**src/rtl/ftrip_pkg.sv**
```systemverilog
package ftrip_pkg;
  typedef enum logic [1:0] {
    FT_ACT_NONE = 2'b00,
    FT_ACT_HIGH = 2'b01,
    FT_ACT_LOW  = 2'b10,
    FT_ACT_HIZ  = 2'b11
  } ft_act_e;

  localparam int FT_N_OUT = 2;
endpackage

```
**src/rtl/ftrip_sync.sv**
```systemverilog
module ftrip_sync #(
  parameter int W      = 6,
  parameter int STAGES = 2
) (
  input  logic         clk,
  input  logic         rst_n,
  input  logic [W-1:0] d_n_i,
  output logic [W-1:0] q_n_o
);
  logic [W-1:0] stg [STAGES];

  always_ff @(posedge clk or negedge rst_n) begin
    if (!rst_n) begin
      for (int k = 0; k < STAGES; k++) stg[k] <= '1;
    end else begin
      stg[0] <= d_n_i;
      for (int k = 1; k < STAGES; k++) stg[k] <= stg[k-1];
    end
  end

  assign q_n_o = stg[STAGES-1];
endmodule

```
**src/rtl/ftrip_latch.sv**
```systemverilog
module ftrip_latch #(
  parameter int W = 6
) (
  input  logic         clk,
  input  logic         rst_n,
  input  logic [W-1:0] fault_i,
  input  logic [W-1:0] arm_i,
  input  logic         release_i,
  output logic         hit_o,
  output logic         state_o
);
  logic state_q;

  assign hit_o = |(fault_i & arm_i);

  // a live armed fault wins over a release in the same cycle
  always_ff @(posedge clk or negedge rst_n) begin
    if (!rst_n)    state_q <= 1'b0;
    else if (hit_o) state_q <= 1'b1;
    else if (release_i) state_q <= 1'b0;
  end

  assign state_o = state_q;
endmodule

```
**src/rtl/ftrip_force.sv**
```systemverilog
module ftrip_force
  import ftrip_pkg::*;
(
  input  logic    forced_i,
  input  ft_act_e act_i,
  input  logic    raw_i,
  output logic    pin_o,
  output logic    oe_o
);
  always_comb begin
    pin_o = raw_i;
    oe_o  = 1'b1;
    if (forced_i) begin
      unique case (act_i)
        FT_ACT_NONE: pin_o = raw_i;
        FT_ACT_HIGH: pin_o = 1'b1;
        FT_ACT_LOW:  pin_o = 1'b0;
        FT_ACT_HIZ: begin
          pin_o = 1'b0;
          oe_o  = 1'b0;
        end
        default: pin_o = raw_i;
      endcase
    end
  end
endmodule

```
**src/rtl/pwm_fault_trip.sv**
```systemverilog
module pwm_fault_trip
  import ftrip_pkg::*;
#(
  parameter int N_FAULT     = 6,
  parameter int SYNC_STAGES = 2
) (
  input  logic               clk,
  input  logic               rst_n,
  input  logic [N_FAULT-1:0] flt_n_i,
  input  logic [N_FAULT-1:0] os_arm_i,
  input  logic [N_FAULT-1:0] cbc_arm_i,
  input  logic               ctr_zero_i,
  input  logic               sw_clear_i,
  input  logic [1:0]         act_a_i,
  input  logic [1:0]         act_b_i,
  input  logic               pwm_a_i,
  input  logic               pwm_b_i,
  output logic               out_a_o,
  output logic               oe_a_o,
  output logic               out_b_o,
  output logic               oe_b_o,
  output logic               os_flag_o,
  output logic               cbc_flag_o
);
  logic [N_FAULT-1:0] fault_n_s;
  logic [N_FAULT-1:0] fault_s;
  logic os_hit, cbc_hit, os_state, cbc_state, forced;

  ftrip_sync #(.W(N_FAULT), .STAGES(SYNC_STAGES)) sync_i (
    .clk(clk), .rst_n(rst_n), .d_n_i(flt_n_i), .q_n_o(fault_n_s)
  );

  assign fault_s = ~fault_n_s;

  ftrip_latch #(.W(N_FAULT)) os_latch_i (
    .clk(clk), .rst_n(rst_n), .fault_i(fault_s), .arm_i(os_arm_i),
    .release_i(sw_clear_i), .hit_o(os_hit), .state_o(os_state)
  );

  ftrip_latch #(.W(N_FAULT)) cbc_latch_i (
    .clk(clk), .rst_n(rst_n), .fault_i(fault_s), .arm_i(cbc_arm_i),
    .release_i(ctr_zero_i), .hit_o(cbc_hit), .state_o(cbc_state)
  );

  // the one-shot latch keeps forcing after a zero strobe releases the other
  assign forced = os_state | cbc_state | os_hit | cbc_hit;

  logic [FT_N_OUT-1:0] raw_v, pin_v, oe_v;
  ft_act_e             act_v [FT_N_OUT];

  assign raw_v    = {pwm_b_i, pwm_a_i};
  assign act_v[0] = ft_act_e'(act_a_i);
  assign act_v[1] = ft_act_e'(act_b_i);

  for (genvar g = 0; g < FT_N_OUT; g++) begin : g_out
    ftrip_force force_i (
      .forced_i(forced), .act_i(act_v[g]), .raw_i(raw_v[g]),
      .pin_o(pin_v[g]), .oe_o(oe_v[g])
    );
  end

  assign out_a_o    = pin_v[0];
  assign oe_a_o     = oe_v[0];
  assign out_b_o    = pin_v[1];
  assign oe_b_o     = oe_v[1];
  assign os_flag_o  = os_state;
  assign cbc_flag_o = cbc_state;
endmodule

```
**config.mk**
```make
export PLATFORM = sky130hd
export DESIGN_NAME = pwm_fault_trip
export DESIGN_NICKNAME = d
export VERILOG_FILES = /design/src/rtl/ftrip_pkg.sv /design/src/rtl/ftrip_sync.sv /design/src/rtl/ftrip_latch.sv /design/src/rtl/ftrip_force.sv /design/src/rtl/pwm_fault_trip.sv
export SDC_FILE = /design/constraint.sdc
export NUM_CORES = 1
export LEC_CHECK = 0
export ABC_CLOCK_PERIOD_IN_PS = 3000
export BUFFER_PORTS_ARGS = -buffer_cell sky130_fd_sc_hd__buf_4
export CAP_MARGIN = 10
export CORE_MARGIN = 2
export CORE_UTILIZATION = 40
export DETAILED_ROUTE_END_ITERATION = 8
export PLACE_DENSITY = 0.74
export SYNTH_ARGS = -nofsm -noshare
export SYNTH_HDL_FRONTEND = slang
export SYNTH_SLANG_ARGS = --single-unit
```
**constraint.sdc**
```tcl
create_clock -name clk -period 3 [get_ports clk]
set_clock_uncertainty 0.2 [all_clocks]
set_input_delay 0.6 -clock clk [delete_from_list [all_inputs] [get_ports clk]]
set_output_delay 0.6 -clock clk [all_outputs]
set_load 0.02 [all_outputs]
```
; After elaboration in Yosys (flattened, before gate mapping)
; Cells that the tools add are included.
[word_totals]
output_inout_bits = 6
word_cells = 36
ff_bits = 14
[classes]
eq_ne = 6
n_mux = 12
bitwise = 6
reduce_logical = 8
[op_table]
columns = operator, n
row1 = $and 6x6->6, 2
row2 = $reduce_or 6->1, 2
row3 = $mux 1, 10
row4 = $eq 2x2->1 const B, 4
row5 = $not 6->6, 1
row6 = $pmux 1 s3, 2
row7 = $eq 2x1->1 const B, 2
row8 = $logic_not 2->1, 2
row9 = $reduce_bool 2->1, 2
row10 = $reduce_or 2->1, 2
row11 = $or 1x1->1, 3

; Logic depth before layout (Yosys ltp)
[depth]
depth_word = 6
ltp_mapped = 4
ltp_nobuf = 4

; Modules after synthesis
; A second synthesis with hierarchy kept.
[hier_totals]
cells_unflattened = 45
hier_area_um2 = 580.6
[modules_own_cells]
columns = mod, area_each_um2, n_inst, cells_each
row1 = ftrip_sync, 360.3, 1, 18
row2 = ftrip_latch, 80.1, 2, 7
row3 = ftrip_force, 15.0, 2, 3
row4 = pwm_fault_trip, 30.0, 1, 7

; Least setup slack after synthesis
; OpenSTA, ideal clock, no wires.
[synth_path]
path_type = input-to-output
from = input os_arm_i[4]
to = output out_a_o
arrival_time_ns = 1.996
required_time_ns = 2.200
path_buffers = 0
setup_slack_ns = 0.204
cell_stages = 4
cell_sequence = nand2b_2 o2111ai_4 or4_4 a221oi_1
[synth_between]
elab_chain_len = 5
[synth_rtl]
columns = element, line
row1 = "start, declared", pwm_fault_trip.sv:10  ; input logic [N_FAULT-1:0] os_arm_i,
row2 = $and 6x6->6, ftrip_latch.sv:14  ; assign hit_o = |(fault_i & arm_i);
row3 = $reduce_or 6->1, ftrip_latch.sv:14
row4 = $or 1x1->1 (2 in a row), pwm_fault_trip.sv:46  ; assign forced = os_state | cbc_state | os_hit | cbc_hit;
row5 = $mux 1, ftrip_force.sv:13  ; if (forced_i) begin
row6 = "end, declared", pwm_fault_trip.sv:18  ; output logic out_a_o,
; Every way passes these cells.

; Worst setup path after layout
[layout_path]
from = register sync_i.stg (netlist bit sync_i.q_n_o[4])
to = output out_a_o
[layout_between]
elab_chain_len = 6
elab_cells_between_ends = 8
classes_between = mux: 1 / bitwise: 5 / reduce/logical: 2
[layout_rtl]
columns = element, line
row1 = "start, declared", ftrip_sync.sv:10  ; logic [W-1:0] stg [STAGES];
row2 = $not 6->6 (*), pwm_fault_trip.sv:33  ; assign fault_s = ~fault_n_s;
row3 = $and 6x6->6, ftrip_latch.sv:14
row4 = $reduce_or 6->1, ftrip_latch.sv:14
row5 = $or 1x1->1, pwm_fault_trip.sv:46
row6 = $or 1x1->1 (*), pwm_fault_trip.sv:46
row7 = $mux 1 (*), ftrip_force.sv:13
; Every way passes the cells marked *; elsewhere a longest branch is shown, timed or not.

==> reports/summary.md <==
The run finished with clean final reports. For the total number of clock tree sinks, the log shows 14. After layout, the worst setup slack is 0.163 ns. The worst hold path belongs to the class flip-flop to flip-flop. The path with the worst hold slack has its endpoint at sync_i.q_n_o[2]$_DFF_PN1_. Cells with a size suffix above 1 make up 65.1% of the layout. The number of cells on the worst reg-to-reg path is 4.

The worst setup path is launched from a flip-flop. Setup repair after global routing left no endpoint under its margin. The top-level port count came out at 34. Once placement finished, the instance area stood at 850 sq um. The number of setup violations in the final report came out at 0.

Buffers placed on the I/O ports in this run total 33. Per report_power, the sequential group accounts for 55.2% of the total. The critical path class was flip-flop to primary output. The total count of hold-check failures in the final report is 0, and the count of antenna diodes in the layout is 0.

The number of standard-cell rows in the floorplan was 13. The first detailed-routing pass ran for 2 iterations. The half-perimeter wire length of the detailed placement result is 969 microns, and the sum of routed wire length over all layers is 1180 microns. In this run the standard cell core region covers 1330 sq um. After technology mapping, the gate count stands at 48. The final layout contains 115 nets. The overflow left after global routing was 0. Across all register-to-register paths, the minimum setup slack is 1.53 ns. Summing the sequential cell areas from Yosys gives 62.7% of the chip area. Sequential cell area: 365 sq um. After clock tree synthesis, the clock-pin slew on the worst setup and hold paths is 0.07 ns. The time the final worst path needs with I/O delays and setup came out at 2.84 ns. For the critical path data arrival time, the log shows 2.04 ns. The slowest cell on the critical path is or4_4.

The fill cell instance count of the final layout is 112. TritonCTS built the clock tree. The synthesized area per cell works out to 12.1 sq um.

The run gives 15.6% as the global router's overall resource usage. Synthesized net count: 76. The endpoint identified for the worst register-to-register timing path is cbc_latch_i.state_o$_DFFE_PN0P_.

For this design the ratio of total power to cell area is 423 nW/um^2. The count of nets left with antenna violations once routing finished came out at 0. The CTS buffer count is 3, and the area added between synthesis and finish is 54.1%. The number of antenna violations at the first check in global routing came out at 0. The vertical extent of the die was 42.2 microns; the via density per instance was 4.83. The cell area after layout was 898 sq um; the largest driver fanout on the critical path was 4. Once the floorplan was initialized, standard cells occupied 43.7% of the core.

The first routing iteration left 2 violations. The design draws 380 uW. The run gives 583 sq um as the netlist area before placement.

The tools report the count of unique library cells instantiated by Yosys as 16. The tools report the worst ir drop on vdd as 0.297 mV. The critical path goes through nand2b_2 > o2111ai_1 > or4_4 > a221oi_2 > buf_4. The number of buffers on the longest clock path came out at 2. STA classifies the critical path endpoint as a primary output. The Yosys step of the flow raised 0 warnings.

Combinational logic is responsible for 17.8% of the overall power. The final sum of negative setup slack was 0 ns; the total via count in the routed design was 488. The horizontal die dimension works out to 42.2 microns.

The tools report the placer's final routability congestion estimate as 0.811. The run gives 0 as the max-slew violation count. The worst hold path begins at sync_i.stg[8]$_DFF_PN1_. Clock latency on the worst-skew pair, taken at its later pin, is 0.27 ns.

For the power dissipated by switching net loads, the log shows 84.5 uW. The level count of the clock H-tree is 1, and the worst hold margin is 0.157 ns. In the final routed layout, each cell accounts on average for 11.7 microns.

The start of the worst register-to-register path was sync_i.q_n_o[4]$_DFF_PN1_. The delay contributed by the slowest stage of the critical path was 0.55 ns; the number of global-route vias before repair was 545. Summed over all cells, the static leakage comes to 0.000417 uW. The count of maximum capacitance violations came out at 0. STA puts the critical path data required time at 2.20 ns.

For this run, design rule violations remaining after detail routing come to 0. The internal power contribution was 295 uW. Based on the critical path, the design can be clocked at up to 353 MHz. Share of the clock period used by the worst path after layout: 94.6%. The flip-flop and latch count after synthesis is 14, and the part of the total power dissipated in the clock network is 27.0%.

The number of setup buffers added after CTS is 0. The first-pass GRT wire length came out at 2050 microns. The transition time at the pin with the least slew margin was 0.325 ns; the setup slack at placement was 0.201 ns. The die covers 1780 sq um. The multi-input combinational cells in the finished layout cover a total of 200 sq um. Measured against its own limit, the worst slew margin works out to 78.1%. The number of instances on the worst hold path works out to 0. Proportion of total power due to net switching: 22.2%. The pin count of the biggest net entering global routing came out at 15. CTS root buffer: clkbuf_4.
## registers in the layout, indices dropped and copies added, names as in the netlist
name / cells
os_latch_i.state_o: 1
cbc_latch_i.state_o: 1
sync_i.q_n_o: 6
sync_i.stg: 6
## per-layer routing
layer,vias to the layer above,global-route usage [%],share of wire (%)
met2,20,28.3,55
met4,0,11.3,0.68
li1,242,-,-
met3,2,2.16,7.8
met1,224,15.9,36
met5,-,0,0
## Yosys cell counts
cell,count,area [sq um]
a221oi_1,2,17.5
dfrtp_1,2,50.1
dfstp_2,12,315
inv_1,8,30.0
nand2_1,1,3.75
nand2b_1,2,12.5
nand2b_2,4,35.0
nand3_1,2,10.0
nor2_1,5,18.8
nor4_1,2,12.5
o2111ai_1,1,8.76
o2111ai_4,1,26.3
o21ai_1,2,10.0
o221ai_1,1,8.76
o22ai_1,2,12.5
or4_4,1,11.3
## critical path: cells and delay by family (launching register included)
family | cells | cell delay, ns
AND/OR/NAND/NOR | 2 | 0.65
flip-flops | 1 | 0.52
buffers and inverters | 1 | 0.18
AO/OA/AOI/OAI | 2 | 0.43
## how the worst max path moves through the flow
stage | from | end | slack (ns) | cells after the start
2_1_floorplan | os_arm_i[4] | out_a_o | 0.20 | 4
3_3_place_gp | os_arm_i[4] | out_a_o | 0.23 | 6
3_5_place_dp | os_arm_i[4] | out_a_o | 0.20 | 6
4_1_cts | sync_i.q_n_o[4]$_DFF_PN1_ | out_a_o | 0.06 | 5
5_1_grt | sync_i.q_n_o[4]$_DFF_PN1_ | out_a_o | 0.03 | 5
6_report | sync_i.q_n_o[4]$_DFF_PN1_ | out_a_o | 0.16 | 5
## power by group through the flow
stage / Clock (uW) / Combinational [uW] / Sequential [uW]
after detailed placement: 0 / 65.6 / 213
after global routing: 116 / 74.1 / 211
after CTS: 109 / 66.7 / 210
final: 102 / 67.6 / 210
after floorplan: 0 / 22.6 / 213
after global placement: 0 / 64.5 / 212
## what timing repair did
| item | 4_1_cts | 5_1_grt |
|---|---|---|
| hold buffers | 1 | 0 |
| gates resized for setup | 0 | 2 |
| hold endpoints to repair | 2 | 0 |
| setup endpoints to repair | 0 | 2 |
## logic make-up (layout without fill, tap and decap cells)
kind of cell	count (synthesis)	after routing	synth area share, %
AOI/OAI and AO/OA	9	9	14.4
buffers and inverters	8	46	5.15
DFF	14	14	62.7
and+or+nand+nor	17	17	17.8
## cell usage in the layout (no fill, tap or decap)
master / Yosys / final
a221oi_2: 0 / 2
buf_4: 0 / 33
clkbuf_1: 0 / 1
clkbuf_4: 0 / 3
dfrtp_1: 2 / 2
dfstp_2: 12 / 12
dlygate4sd3_1: 0 / 1
inv_1: 8 / 8
nand2_1: 1 / 1
nand2b_1: 2 / 2
nand2b_2: 4 / 4
nand3_1: 2 / 2
nor2_1: 5 / 5
nor4_1: 2 / 2
o2111ai_1: 1 / 1
o2111ai_4: 1 / 1
o21ai_1: 2 / 2
o221ai_1: 1 / 1
o22ai_1: 2 / 2
or4_4: 1 / 1
## per-stage QoR
stage	util [%]	std cells
after floorplan	-	48
after global placement	63.7	96
after detailed placement	63.7	96
after CTS	66.4	101
after global routing	67.4	101
final	67.4	101
## area by class of cell
| cell class | instances | share of cell area, % |
|---|---|---|
| clock buffers | 4 | 2.92 |
| inverters | 8 | 3.34 |
| multi-input cells | 26 | 22.3 |
| flip-flops and latches | 14 | 40.7 |
| well taps | 15 | 2.09 |
| repair buffers | 34 | 28.7 |
No activity file was read; power rests on OpenSTA's default activity.
